File: src/rtl/irqr_pkg.sv
// Shared offsets and helpers for the routable interrupt controller.
// Assumes word-aligned byte offsets and 32-bit registers.
package irqr_pkg;
    localparam int OFF_MASK   = 'h00;
    localparam int OFF_STATUS = 'h04;
    localparam int OFF_ROUTE0 = 'h08;
    localparam int WORD_BYTES = 4;

    // Routing register index (by address order) serving a source; reverse order
    function automatic int route_reg_of(input int src, input int per_reg, input int num_regs);
        return num_regs - 1 - (src / per_reg);
    endfunction
endpackage

File: src/rtl/irqr_sync.sv
// Two-flop synchronizer for a vector of asynchronous level inputs.
// Assumes each bit is an independent level; no bus coherency is implied.
module irqr_sync #(
    parameter int WIDTH = 32
) (
    input  logic             clk,
    input  logic             rst_n,
    input  logic [WIDTH-1:0] async_in,
    output logic [WIDTH-1:0] sync_out
);
    logic [WIDTH-1:0] meta_q;
    logic [WIDTH-1:0] stable_q;

    // Two register stages, cleared by reset
    always_ff @(posedge clk) begin
        if (!rst_n) begin
            meta_q   <= '0;
            stable_q <= '0;
        end else begin
            meta_q   <= async_in;
            stable_q <= meta_q;
        end
    end

    assign sync_out = stable_q;
endmodule

File: src/rtl/irqr_regs.sv
// Register file: mask and routing registers plus the read multiplexer.
// Assumes single-cycle write strobes; status is supplied from outside and
// is read-only. Unmapped offsets read zero and ignore writes.
module irqr_regs
    import irqr_pkg::*;
#(
    parameter int DATA_W    = 32,
    parameter int ADDR_W    = 5,
    parameter int NUM_ROUTE = 4
) (
    input  logic                        clk,
    input  logic                        rst_n,
    input  logic                        wr_en,
    input  logic [ADDR_W-1:0]           addr,
    input  logic [DATA_W-1:0]           wdata,
    input  logic [DATA_W-1:0]           status,
    output logic [DATA_W-1:0]           mask_q,
    output logic [NUM_ROUTE*DATA_W-1:0] route_flat,
    output logic [DATA_W-1:0]           rdata
);
    logic [DATA_W-1:0] route_q [NUM_ROUTE];

    // Mask register write
    always_ff @(posedge clk) begin
        if (!rst_n)
            mask_q <= '0;
        else if (wr_en && addr == ADDR_W'(OFF_MASK))
            mask_q <= wdata;
    end

    for (genvar r = 0; r < NUM_ROUTE; r++) begin : g_route
        localparam int ROFF = OFF_ROUTE0 + r * WORD_BYTES;

        // Routing register r write
        always_ff @(posedge clk) begin
            if (!rst_n)
                route_q[r] <= '0;
            else if (wr_en && addr == ADDR_W'(ROFF))
                route_q[r] <= wdata;
        end

        assign route_flat[r*DATA_W +: DATA_W] = route_q[r];
    end

    // Read multiplexer keyed by byte offset
    always_comb begin
        rdata = '0;
        if (addr == ADDR_W'(OFF_MASK))
            rdata = mask_q;
        else if (addr == ADDR_W'(OFF_STATUS))
            rdata = status;
        for (int r = 0; r < NUM_ROUTE; r++) begin
            if (addr == ADDR_W'(OFF_ROUTE0 + r * WORD_BYTES))
                rdata = route_q[r];
        end
    end
endmodule

File: src/rtl/irqr_router.sv
// Steers pending sources onto CPU lines using per-source routing fields.
// Assumes routing registers are given in address order and serve source
// groups in reverse order; field values at or above NUM_CPU reach no line.
module irqr_router
    import irqr_pkg::*;
#(
    parameter int NUM_SRC   = 32,
    parameter int NUM_CPU   = 8,
    parameter int FIELD_W   = 4,
    parameter int DATA_W    = 32,
    parameter int NUM_ROUTE = 4
) (
    input  logic [NUM_SRC-1:0]          pending,
    input  logic [NUM_ROUTE*DATA_W-1:0] route_flat,
    output logic [NUM_CPU-1:0]          cpu_lines
);
    localparam int PER_REG = DATA_W / FIELD_W;

    logic [NUM_CPU-1:0] hit [NUM_SRC];

    for (genvar n = 0; n < NUM_SRC; n++) begin : g_src
        localparam int REG_IDX = route_reg_of(n, PER_REG, NUM_ROUTE);
        localparam int LSB     = REG_IDX * DATA_W + (n % PER_REG) * FIELD_W;
        logic [FIELD_W-1:0] field;
        assign field = route_flat[LSB +: FIELD_W];
        for (genvar k = 0; k < NUM_CPU; k++) begin : g_dst
            assign hit[n][k] = pending[n] && (field == FIELD_W'(k));
        end
    end

    // OR-reduce every source's decoded destination onto the CPU lines
    always_comb begin
        cpu_lines = '0;
        for (int n = 0; n < NUM_SRC; n++)
            cpu_lines = cpu_lines | hit[n];
    end
endmodule

File: src/rtl/irq_route_ctrl.sv
// Top of the routable level interrupt controller. Synchronizes source
// levels, gates them with the mask and routes them to CPU lines.
// Assumes a single clock domain for the register port; sources may be
// asynchronous. Outputs are combinational from registered state.
module irq_route_ctrl #(
    parameter int NUM_SRC = 32,
    parameter int NUM_CPU = 8,
    parameter int FIELD_W = 4,
    parameter int DATA_W  = 32,
    parameter int ADDR_W  = 5
) (
    input  logic               clk,
    input  logic               rst_n,
    input  logic               reg_we,
    input  logic [ADDR_W-1:0]  reg_addr,
    input  logic [DATA_W-1:0]  reg_wdata,
    output logic [DATA_W-1:0]  reg_rdata,
    input  logic [NUM_SRC-1:0] src_irq,
    output logic [NUM_CPU-1:0] cpu_irq
);
    localparam int PER_REG   = DATA_W / FIELD_W;
    localparam int NUM_ROUTE = NUM_SRC / PER_REG;

    logic [NUM_SRC-1:0]          status_q;
    logic [DATA_W-1:0]           mask_q;
    logic [NUM_ROUTE*DATA_W-1:0] route_flat;
    logic [NUM_SRC-1:0]          pending;

    irqr_sync #(.WIDTH(NUM_SRC)) u_sync (
        .clk      (clk),
        .rst_n    (rst_n),
        .async_in (src_irq),
        .sync_out (status_q)
    );

    irqr_regs #(
        .DATA_W    (DATA_W),
        .ADDR_W    (ADDR_W),
        .NUM_ROUTE (NUM_ROUTE)
    ) u_regs (
        .clk        (clk),
        .rst_n      (rst_n),
        .wr_en      (reg_we),
        .addr       (reg_addr),
        .wdata      (reg_wdata),
        .status     (DATA_W'(status_q)),
        .mask_q     (mask_q),
        .route_flat (route_flat),
        .rdata      (reg_rdata)
    );

    // Pending = synchronized status gated by enable mask
    assign pending = status_q & mask_q[NUM_SRC-1:0];

    irqr_router #(
        .NUM_SRC   (NUM_SRC),
        .NUM_CPU   (NUM_CPU),
        .FIELD_W   (FIELD_W),
        .DATA_W    (DATA_W),
        .NUM_ROUTE (NUM_ROUTE)
    ) u_router (
        .pending    (pending),
        .route_flat (route_flat),
        .cpu_lines  (cpu_irq)
    );
endmodule

File: config.mk
export PLATFORM = sky130hd
export DESIGN_NAME = irq_route_ctrl
export DESIGN_NICKNAME = d
export VERILOG_FILES = /design/src/rtl/irqr_pkg.sv /design/src/rtl/irqr_sync.sv /design/src/rtl/irqr_regs.sv /design/src/rtl/irqr_router.sv /design/src/rtl/irq_route_ctrl.sv
export SDC_FILE = /design/constraint.sdc
export NUM_CORES = 1
export LEC_CHECK = 0
export BUFFER_PORTS_ARGS = -buffer_cell sky130_fd_sc_hd__buf_4
export CAP_MARGIN = 20
export CELL_PAD_IN_SITES_DETAIL_PLACEMENT = 1
export CELL_PAD_IN_SITES_GLOBAL_PLACEMENT = 1
export CORE_UTILIZATION = 41
export DETAILED_ROUTE_END_ITERATION = 10
export PLACE_DENSITY = 0.75
export SLEW_MARGIN = 10
export SYNTH_ARGS = -nofsm -noshare
export SYNTH_HDL_FRONTEND = slang
export SYNTH_HIERARCHICAL = 1
export SYNTH_SLANG_ARGS = --single-unit
File: constraint.sdc
create_clock -name clk -period 6.6 [get_ports clk]
set_clock_uncertainty 0.2 [all_clocks]
set_input_delay 1.32 -clock clk [delete_from_list [all_inputs] [get_ports clk]]
set_output_delay 1.32 -clock clk [all_outputs]
set_load 0.02 [all_outputs]
* Yosys cells after proc, flatten, opt, wreduce, memory -nomap -nowiden *
Memories as Yosys holds them, arrays and structs flattened.
Index checks and enable logic that the tools add are counted.

storage, ports and cells
  word-level logic and storage cells = 586
  bits in writable memories = 128
  memories = 1
  input port bits = 72
  output and inout bits = 40
  register bits after elaboration = 96

operators by class
  bitwise operators = 36
  eq/ne operators = 229
  muxes and demuxes = 23
  reductions and logical operators = 294

memory list
  name            words  width  rd ports  clocked after Yosys merged registers in  wr ports  line             source
  u_regs.route_q  4      32     4         0                                        4         irqr_regs.sv:21  logic [DATA_W-1:0] route_q [NUM_ROUTE];

operators with widths
  operator                                                          number
  4-bit by 3-bit == test with 1-bit output (second input constant)  128
  32-bit two-way mux                                                10
  1-bit logical AND                                                 261
  4-bit by 2-bit == test with 1-bit output (second input constant)  64
  8-bit bitwise OR                                                  31
  4-bit by 1-bit == test with 1-bit output (second input constant)  32
  4-bit logical NOT                                                 32
  32-bit bitwise AND                                                1
  1-bit two-way mux                                                 13
  5-bit by 4-bit == test with 1-bit output (second input constant)  2
  5-bit == test (second input constant)                             2
  5-bit by 3-bit == test with 1-bit output (second input constant)  1
  5-bit logical NOT                                                 1
  1-bit bitwise OR                                                  4

* Longest topological paths before layout *
Gate-level depths: netlist of the first run.

  depth after elaboration = 33
  mapped depth = 8
  depth with buffers taken out = 5

* By module *
Netlist of the first run, hierarchy kept.

modules (own cells, without submodules)
  module          seq. area each (um^2)  cells each  area each (um^2)  times used
  irqr_regs       4,484.3                780         7,713.6           1
  irqr_router     0.0                    349         2,371.0           1
  irqr_sync       1,281.2                134         1,791.7           1
  irq_route_ctrl  0.0                    32          200.2             1

* Worst setup path before layout of the first run *
Ideal clock, no wire load.

  kind = input to register
  start = input port reg_addr[1]
  end = memory u_regs.route_q[3][0], enable pin
  library setup time = 0.466 ns
  required time = 5.934 ns
  buffers on the path = 3
  setup slack = 1.491 ns
  arrival time = 4.444 ns
  cell stages on the path = 6
  path through = buf_6 -> nor3_1 -> clkbuf_8 -> nand3_1 -> clkbuf_8 -> o21ai_0

RTL lines
  element      line                  source
  from (decl)  irq_route_ctrl.sv:15  input logic [ADDR_W-1:0] reg_addr,
  to (decl)    irqr_regs.sv:21

* Final worst setup path of the first run *
  start = input port reg_addr[3]
  end = output port reg_rdata[4]

on the way
  cells in the longest elaborated chain, start to end = 7
  elaborated cells on any way between the ends = 12
  classes of those cells = 5 x eq/ne; 6 x mux; 1 x reduce/logical

RTL lines
  element                                   line                  source
  5-bit by 3-bit == test with 1-bit output  irqr_regs.sv:50       else if (addr == ADDR_W'(OFF_STATUS))
  32-bit two-way mux                        irqr_regs.sv:50
  32-bit two-way mux                        irqr_regs.sv:48       if (addr == ADDR_W'(OFF_MASK))
  32-bit two-way mux (3 in series)          irqr_regs.sv:53       if (addr == ADDR_W'(OFF_ROUTE0 + r * WORD_BYTES))
  32-bit two-way mux *                      irqr_regs.sv:53
  to (decl)                                 irq_route_ctrl.sv:17  output logic [DATA_W-1:0] reg_rdata,

Every way passes the cells marked *; elsewhere a longest branch is shown, timed or not.

==> impl_metrics.csv, run 1 <==
group,metric,value,unit
grt,grt_pass1_wl,84100,um
timing,layout_min_cycle_time,5.13,ns
power,peakVddDrop,0.000225,V
floorplanning,die_h,174,um
grt,grt_pass1_vias,11600,
timing,hold_slack,0.236,ns
layout,multi_input_area,5900,um^2
critical_path,critical_path_class,"in -> out",
critical_path,reg2reg_to,"u_regs/mask_q[25]",
clocking,clkLatencyLatePin,0.55,ns
placed_design,finalWeightedCongestion,1.03,
worst_hold_path,min_path_cells,1,
synthesis,synth_cell_type_count,44,
clocking,post_cts_resized,0,
synthesis,syn_inst,1295,
timing,setup_tns,0,ns
layout,fill_cells,3324,
placed_design,port_buffers,111,
clocking,cts_num_sinks,224,
routing,drt-initial-drc-count,1843,
synthesis,syn-num-nets,1367,
synthesis,synth_area_per_cell,9.33,um^2
placed_design,dp_slack,1.57,ns
layout,fin_nets,1447,
power,leakage,0.00480,uW
routing,wl,59500,um
critical_path,reg2reg_slack,5.66,ns
routing,routed-wl-met3,6280,um
status,status,"finished, final reports clean",
worst_hold_path,min_from,"u_sync/meta_q[4]",
clocking,path_clk_slew,0.06,ns
critical_path,start_kind,"input port",
layout,drive_gt1_share,21.2,%
floorplanning,die_x,174,um
layout,fin_util,48.4,%
grt,grt_max_degree,102,
timing,max-slew-margin-rel,35.7,%
timing,fmax,0.195,GHz
critical_path,worstSetupEndpointType,"output port",
routing,wl_per_cell,33.4,um
timing,finalSetupViolations,0,
clocking,cts_hold_buf,0,
floorplanning,pin_count,112,
grt,track_usage,38.7,%
floorplanning,die_area,30100,um^2
clocking,clk_path_buf_depth,3,
power,power_density,238,nW/um^2
routing,ant_nets,0,
placed_design,hpwl,44500,um
synthesis,synth.yosys.warnings,6,
synthesis,synth_area,12100,um^2
grt,grt_overflow,0,
layout,area_delta_synth_final,15.7,%
critical_path,regToRegStartpoint,"u_regs/mask_q[25]",
floorplanning,core_area,28900,um^2
timing,worstMarginPinSlew,0.964,ns
routing,wl_met2,26500,um
worst_hold_path,hold_class,"reg -> reg",
clocking,cts_tree,"done",
timing,rsz0062_at_grt,"no",
clocking,cts_root_buf,"clkbuf_16",
clocking,post_cts_buffers,0,
layout,final_area,14000,um^2
timing,final-max-slew-violation-count,0,
routing,top_layer,"met5",
critical_path,critPathMaxFanout,38,
critical_path,critPathRequiredTime,5.08,ns
critical_path,cp_data_arrival_time,3.61,ns
clocking,numCtsBuffers,25,
layout,register_area,5770,um^2
worst_hold_path,holdPathEnd,"u_sync/sync_out[4]",
routing,viasPerCell,6.73,
critical_path,r2r_cells,2,
routing,drc_errors,0,
routing,drt_pass1_iterations,6,
routing,vias,12000,
synthesis,synth_seq_cells,224,
timing,timing.final.ws_setup,1.47,ns
grt,antenna_found_initial,1,
routing,met1Wirelength,23800,um
timing,hold_violations,0,
floorplanning,start_util,41.8,%
placed_design,place_area,13100,um^2
clocking,htree_num_levels,1,
synthesis,seq_area_frac_synth,47.7,%
timing,period_share,77.7,%
floorplanning,row_count,62,
flow_run,maxCapViolations,0,
==> per-layer routing <==
metal,global-route usage [%],up-vias
met3,6.32,174
met4,16.8,2
met1,53.3,6035
met2,60.1,853
met5,0,-
li1,-,4905
==> cells in the mapped netlist <==
| cell type | count | area [um^2] |
|---|---|---|
| o21bai_1 | 26 | 195 |
| or3b_4 | 10 | 113 |
| or4b_4 | 1 | 13.8 |
| edfxtp_1 | 128 | 3840 |
| o311ai_1 | 24 | 210 |
| clkinv_1 | 1 | 3.75 |
| and2_2 | 65 | 488 |
| or3b_1 | 22 | 193 |
| and3b_1 | 1 | 8.76 |
| nor2b_1 | 1 | 6.26 |
| nand2_1 | 157 | 589 |
| a21boi_0 | 32 | 240 |
| a21o_1 | 26 | 195 |
| buf_6 | 3 | 33.8 |
| and3_2 | 4 | 30.0 |
| dfxtp_1 | 96 | 1920 |
| buf_2 | 11 | 55.1 |
| nand4_1 | 8 | 50.1 |
| dlymetal6s2s_1 | 1 | 12.5 |
| o32ai_2 | 9 | 146 |
| clkbuf_1 | 41 | 154 |
| o32ai_1 | 19 | 166 |
| nor2_2 | 6 | 37.5 |
| o21ai_0 | 10 | 50.1 |
| o22ai_1 | 106 | 663 |
| or4_1 | 2 | 15.0 |
| nor3b_1 | 5 | 37.5 |
| nor3b_2 | 2 | 25.0 |
| nand3_1 | 29 | 145 |
| clkbuf_8 | 9 | 124 |
| nor2_1 | 142 | 533 |
| inv_1 | 7 | 26.3 |
| a21oi_1 | 90 | 450 |
| and2_1 | 33 | 206 |
| o311ai_0 | 2 | 17.5 |
| buf_1 | 2 | 7.51 |
| nand3b_1 | 32 | 240 |
| buf_12 | 1 | 20.0 |
| or2_2 | 22 | 138 |
| nand2b_1 | 64 | 400 |
| nor3_1 | 1 | 5.00 |
| nor4_1 | 32 | 200 |
| clkbuf_2 | 8 | 40.0 |
| and3_1 | 4 | 25.0 |
==> report_power, final <==
group          switching [uW]  internal, uW  leakage (uW)  total (uW)
registers                88.1          1540       0.00201        1630
clock network             580           819      0.000409        1400
logic                     191           108       0.00238         298
==> worst max-delay path by stage <==
stage | start | end | slack, ns | cells past startpoint
final | reg_addr[3] | reg_rdata[4] | 1.47 | 8
after global routing | reg_addr[3] | reg_rdata[31] | 1.41 | 7
after CTS | reg_addr[3] | reg_rdata[4] | 1.52 | 8
after detailed placement | reg_addr[3] | reg_rdata[17] | 1.57 | 8
after global placement | reg_addr[3] | reg_rdata[0] | 1.61 | 7
after floorplan | reg_addr[1] | u_regs/route_q[3][0] | 1.49 | 6
==> kinds of logic after synthesis <==
kind of cell / after synthesis / share of synthesized area (%)
flip-flops: 224 / 47.7
AO/OA/AOI/OAI: 344 / 19.3
AND/OR/NAND/NOR: 643 / 29.0
buffers and inverters: 84 / 3.95
==> layout by cell type (no fill, tap or decap), types with 32 or more instances in the layout <==
cell      netlist  routed
a21boi_0       32      32
and2_2         65      65
edfxtp_1      128     128
nand2b_1       64      64
a21oi_1        90      90
nor4_1         32      32
nor2_1        142     142
buf_4           0     129
o22ai_1       106     106
nand3b_1       32      32
nand2_1       157     156
and2_1         33      33
dfxtp_1        96      96
==> flip-flops by register name, summed over array words and instances (netlist names) <==
signal / flops
u_regs/route_q: 128
u_regs/mask_q: 32
u_sync/meta_q: 32
u_sync/sync_out: 32
==> final cells by class <==
type | count | share of cell area [%]
Clock buffer | 38 | 5.32
Antenna cell | 1 | 0.0179
Multi-Input combinational cell | 987 | 42.2
Sequential cell | 224 | 41.3
Clock inverter | 8 | 0.555
Inverter | 8 | 0.215
Timing Repair Buffer | 129 | 6.93
Tap cell | 384 | 3.44
==> through the flow <==
step	instances	power (uW)
6_report	1779	3330
4_1_cts	1778	3330
3_3_place_gp	1732	1940
5_1_grt	1778	3410
3_5_place_dp	1732	1940
2_1_floorplan	1295	1770
==> critical path: stages <==
cell and delay, ns:
buf_4 0.24, nor3_2 0.14, buf_4 0.42, and3_1 0.66
buf_4 0.36, nand2_1 0.11, o311ai_1 0.12, buf_4 0.21
Power figures use the tool's default switching activity.
==> inputs of run 2 (changes only) <==
ABC_AREA = 1   (was unset)
PLACE_DENSITY = 0.8   (was 0.75)
clock period = 5 ns   (was 6.6 ns; I/O delays follow)
==> impl_metrics.csv, run 2 <==
group,metric,value,unit
routing,vias,13000,
clocking,cts_tree,"done",
power,peakVddDrop,0.000231,V
clocking,cts_num_sinks,224,
grt,grt_overflow,0,
floorplanning,core_area,30700,um^2
synthesis,ys.flop_type,"edfxtp_1",
routing,drt-initial-drc-count,1231,
clocking,htree_num_levels,1,
critical_path,crit_top_cell,"buf_4",
clocking,cts_root_buf,"clkbuf_16",
clocking,cts_hold_buf,0,
synthesis,synth_top_cell_by_area,"edfxtp_1",
clocking,path_clk_slew,0.06,ns
synthesis,synth.most_common_cell,"nand2_1",
grt,grt_max_degree,87,
routing,drt_pass1_iterations,7,
power,p_total,4510,uW
clocking,clkLatencyLatePin,0.54,ns
timing,max-slew-margin-rel,32.2,%
placed_design,finalWeightedCongestion,0.978,
layout,regMostFlops,"u_regs/route_q",
worst_hold_path,min_path_cells,2,
grt,grt_pass1_vias,13000,
critical_path,cp_slowest_stage_delay,0.43,ns
routing,ant_nets,0,
layout,fin_nets,2062,
critical_path,start_kind,"input port",
clocking,clk_path_buf_depth,3,
layout,largest_reg_flops,128,
critical_path,cp-startpoint,"reg_addr[1]",
floorplanning,start_util,42.0,%
floorplanning,pin_count,112,
timing,fmax,0.257,GHz
placed_design,dp.cells,2358,
timing,period_share,77.8,%
routing,wl_per_cell,22.0,um
floorplanning,die_h,179,um
floorplanning,die_area,32200,um^2
clocking,numCtsBuffers,26,
layout,drive_gt1_share,12.0,%
layout,area_delta_synth_final,16.4,%
grt,track_usage,32.9,%
critical_path,critical_path_class,"in -> out",
critical_path,reg2reg_slack,4.01,ns
layout,layout_commonest_cell,"nand2_1",
worst_hold_path,hold_class,"reg -> reg",
synthesis,async_flop_share,0,%
routing,drc_errors,0,
layout,fill_cells,4074,
grt,antenna_found_initial,1,
status,status,"finished, final reports clean",
synthesis,syn-num-nets,1966,
critical_path,worstPathCellList,"buf_4 > nor2_4 > buf_4 > nand3_1 > nor2_2 > buf_4 > nand2_1 > nand4_1 > buf_4",
critical_path,critPathRequiredTime,3.80,ns
critical_path,cp_data_arrival_time,2.69,ns
clocking,post_cts_resized,0,
layout,fin_util,48.9,%
power,power_density,300,nW/um^2
critical_path,critPathMaxFanout,34,
critical_path,cp-endpoint,"reg_rdata[24]",
power,leakage,0.00793,uW
layout,final_cell_mix,"622 x nand2_1, 351 x nor2_1, 280 x inv_1, 133 x buf_4, 128 x edfxtp_1",
floorplanning,die_x,179,um
critical_path,regToRegStartpoint,"u_regs/mask_q[6]",
flow_run,maxCapViolations,0,
critical_path,reg2reg_to,"u_regs/mask_q[6]",
synthesis,synth_edf_count,128,
synthesis,synthTopCellsByArea,"edfxtp_1 30%, nand2_1 18%, dfxtp_1 15%",
critical_path,critPathSlowestCell,"buf_4",
timing,hold_slack,0.215,ns
synthesis,synth_area_per_cell,6.82,um^2
critical_path,worstSetupEndpointType,"output port",
synthesis,seq_area_frac_synth,44.7,%
clocking,post_cts_buffers,0,
floorplanning,row_count,64,
synthesis,synth_area,12900,um^2
timing,layout_min_cycle_time,3.89,ns
synthesis,synth_seq_cells,224,
timing,worstMarginPinSlew,1.01,ns
placed_design,hpwl,41400,um
synthesis,synth.yosys.warnings,6,
timing,rsz0062_at_grt,"no",
routing,wl,52900,um
synthesis,synth_top_area_share,29.8,%
timing,hold_violations,0,
grt,grt_pass1_wl,79600,um
timing,final-max-slew-violation-count,0,
timing,setup_tns,0,ns
critical_path,r2r_cells,2,
layout,fin_cells,2407,
routing,viasPerCell,5.39,
synthesis,synth_common_cells,"622 x nand2_1, 351 x nor2_1, 280 x inv_1",
timing,finalSetupViolations,0,
synthesis,syn_inst,1894,
synthesis,synth_cell_type_count,26,
placed_design,port_buffers,111,
[run 2: cell types whose count changed in the layout (fill, tap and decap cells not counted), moves of 32 or more]
cell      before  now
inv_1          7  280
nand3_1       28  117
and2_2        65    0
a21boi_0      32    0
nand4_1        8   70
nor2_1       142  351
a21oi_1       90   32
nand2_1      156  622
nand3b_1      32    0
and2_1        33    0
o22ai_1      106    0
nor4_1        32    0
nand2b_1      64    0
[run 2: kinds of logic after synthesis]
group / after synthesis / synth area share (%)
flip-flops: 224 / 44.7
buffers and inverters: 351 / 10.9
AO/OA/AOI/OAI: 91 / 4.03
AND/OR/NAND/NOR: 1228 / 40.4
[run 2: worst max-delay path: cells and delay by family]
| family | cells | cell delay [ns] |
|---|---|---|
| buf+inv | 4 | 0.98 |
| simple gates | 5 | 0.68 |
[run 2: how the worst min path moves through the flow]
stage                                 start             endpoint
after floorplan            u_sync/meta_q[0]   u_sync/sync_out[0]
after global placement    u_sync/meta_q[19]  u_sync/sync_out[19]
after detailed placement  u_sync/meta_q[25]  u_sync/sync_out[25]
after CTS                 u_sync/meta_q[28]  u_sync/sync_out[28]
after global routing      u_sync/meta_q[18]  u_sync/sync_out[18]
final                      u_sync/meta_q[4]   u_sync/sync_out[4]
[run 2: through the flow]
| stage | setup WS, ns | area [um^2] |
|---|---|---|
| after CTS | 1.15 | 15000 |
| after global routing | 1.02 | 15000 |
| after global placement | 1.22 | 14100 |
| after detailed placement | 1.15 | 14100 |
| after floorplan | 0.499 | 12900 |
| final | 1.11 | 15000 |
[run 2: layer usage]
layer | GRT usage [%] | vias up | routed length, um
li1 | - | 6089 | -
met2 | 53.9 | 547 | 24100
met5 | 0 | - | 0
met4 | 9.62 | 0 | 1550
met1 | 44.1 | 6258 | 22700
met3 | 6.12 | 82 | 4570
[run 2: final cells by class]
cell class	instances	area, um^2	share of cell area (%)
Clock inverter	12	82.6	0.549
Sequential cell	224	5770	38.4
Multi-Input combinational cell	1319	5760	38.3
Inverter	285	1070	7.12
Antenna cell	1	2.50	0.0167
Timing Repair Buffer	134	1020	6.78
Clock buffer	36	835	5.55
Tap cell	396	495	3.30
[run 2: where the power goes]
group          leakage, uW  internal (uW)  total (uW)  switching (uW)
clock network     0.000466           1180        2000             816
registers          0.00201           2040        2150             115
logic              0.00546            113         358             245
==> inputs of run 3 (changes only) <==
ABC_AREA = 0   (was 1)
PLACE_DENSITY = 0.75   (was 0.8)
clock period = 3.8 ns   (was 5 ns; I/O delays follow)
==> impl_metrics.csv, run 3 (synthesized netlist as in run 1, its figures left out) <==
group,metric,value,unit
status,status,"finished, final reports clean",
critical_path,worstSetupEndpointType,"output port",
routing,drc_errors,0,
clocking,post_cts_resized,0,
clocking,cts_root_buf,"clkbuf_16",
floorplanning,die_area,30100,um^2
layout,final_cell_mix,"157 x nand2_1, 142 x nor2_1, 141 x buf_4, 128 x edfxtp_1, 106 x o22ai_1",
clocking,clkLatencyLatePin,0.56,ns
layout,area_delta_synth_final,17.9,%
floorplanning,die_x,174,um
clocking,post_cts_buffers,0,
routing,viasPerCell,6.85,
placed_design,dp.cells,1752,
routing,drt_pass1_iterations,6,
clocking,cts_hold_buf,0,
floorplanning,core_area,28900,um^2
clocking,cts_tree,"done",
power,power_density,415,nW/um^2
grt,track_usage,41.8,%
clocking,htree_num_levels,1,
placed_design,hpwl,46000,um
layout,fin_cells,1798,
timing,worstMarginPinSlew,0.856,ns
layout,drive_gt1_share,22.3,%
critical_path,cp_data_arrival_time,2.83,ns
placed_design,finalWeightedCongestion,1.07,
critical_path,start_kind,"register",
grt,antenna_found_initial,0,
grt,grt_pass1_wl,89800,um
routing,wl_per_cell,35.3,um
timing,max-slew-margin-rel,42.7,%
floorplanning,pin_count,112,
timing,finalSetupViolations,0,
worst_hold_path,hold_class,"in -> reg",
layout,fin_nets,1467,
critical_path,worstPathCellList,"and2_1 > nand3b_1 > o32ai_1 > nor4_1 > nand4_1 > buf_4",
clocking,numCtsBuffers,25,
timing,period_share,99.7,%
timing,final-max-slew-violation-count,0,
critical_path,critical_path_class,"reg -> out",
timing,setup_tns,0,ns
clocking,clk_path_buf_depth,3,
critical_path,critPathSlowestCell,"nor4_1",
clocking,cts_num_sinks,224,
power,peakVddDrop,0.000492,V
critical_path,critPathMaxFanout,4,
routing,wl,63400,um
critical_path,critPathRequiredTime,2.84,ns
layout,diodes,0,
layout,largest_reg_flops,128,
floorplanning,die_h,174,um
layout,layout_commonest_cell,"nand2_1",
layout,fill_cells,3280,
routing,drt-initial-drc-count,1741,
layout,regMostFlops,"u_regs/route_q",
grt,grt_overflow,0,
timing,layout_min_cycle_time,3.79,ns
timing,fmax,0.264,GHz
critical_path,reg2reg_slack,2.79,ns
power,leakage,0.00493,uW
timing,hold_violations,0,
grt,grt_pass1_vias,12300,
floorplanning,row_count,62,
grt,grt_max_degree,54,
timing,rsz0062_at_grt,"no",
placed_design,port_buffers,111,
critical_path,cp_slowest_stage_delay,0.57,ns
floorplanning,start_util,41.8,%
flow_run,maxCapViolations,0,
routing,vias,12300,
clocking,path_clk_slew,0.06,ns
routing,ant_nets,0,
==> run 3: cell count changes in the layout (fill, tap and decap cells not counted), sizes merged, moves of 58 or more <==
cell | previous run | this run
a21oi | 32 | 90
and2 | 0 | 98
inv | 292 | 10
nand2 | 622 | 157
nand2b | 0 | 64
nand3 | 118 | 29
nand4 | 70 | 8
nor2 | 375 | 148
o22ai | 0 | 106
==> run 3: critical path: cells and delay by family (launching register included) <==
family	cells	cell delay [ns]
AND/OR/NAND/NOR	4	1.39
flip-flops	1	0.35
AO/OA/AOI/OAI	1	0.28
buffers and inverters	1	0.25
==> run 3: routing by layer <==
metal | routed length, um | vias to the layer above | track usage (%)
met5 | 0 | - | 0
met4 | 3820 | 0 | 20.7
met3 | 7160 | 225 | 8.95
met2 | 28700 | 1007 | 66.9
met1 | 23700 | 6138 | 53.5
li1 | - | 4943 | -
==> run 3: layout make-up <==
class,count,area (um^2),share of cell area (%)
Sequential cell,224,5770,40.5
Inverter,8,30.0,0.211
Tap cell,384,480,3.37
Clock inverter,13,138,0.967
Timing Repair Buffer,149,1230,8.61
Clock buffer,33,697,4.90
Multi-Input combinational cell,987,5900,41.4
==> run 3: report_power, final <==
group / leakage [uW] / switching [uW] / internal [uW]
Clock: 0.000415 / 1090 / 1440
Combinational: 0.00250 / 352 / 205
Sequential: 0.00201 / 150 / 2680
==> run 3: through the flow <==
stage / hold slack [ns] / instance area, um^2 / util (%) / worst slack, ns / total power [uW]
6_report: 0.213 / 14200 / 49.3 / 0.0112 / 5910
5_1_grt: 0.210 / 14200 / 49.3 / 0.0631 / 6010
4_1_cts: 0.201 / 14200 / 49.3 / 0.0865 / 5890
3_5_place_dp: 0.236 / 13400 / 46.4 / 0.208 / 3400
3_3_place_gp: 0.229 / 13400 / 46.3 / 0.222 / 3380
2_1_floorplan: 0.226 / 12100 / - / 0.120 / 3080
==> run 3: worst paths after layout <==
| kind | start | cells after the start | endpoint |
|---|---|---|---|
| setup / recovery | u_sync/sync_out[18] | 6 | cpu_irq[4] |
| hold / removal | src_irq[30] | 2 | u_sync/meta_q[30] |
| setup reg to reg | u_regs/mask_q[23] | 2 | u_regs/mask_q[23] |
| hold reg to reg | u_sync/meta_q[21] | 1 | u_sync/sync_out[21] |
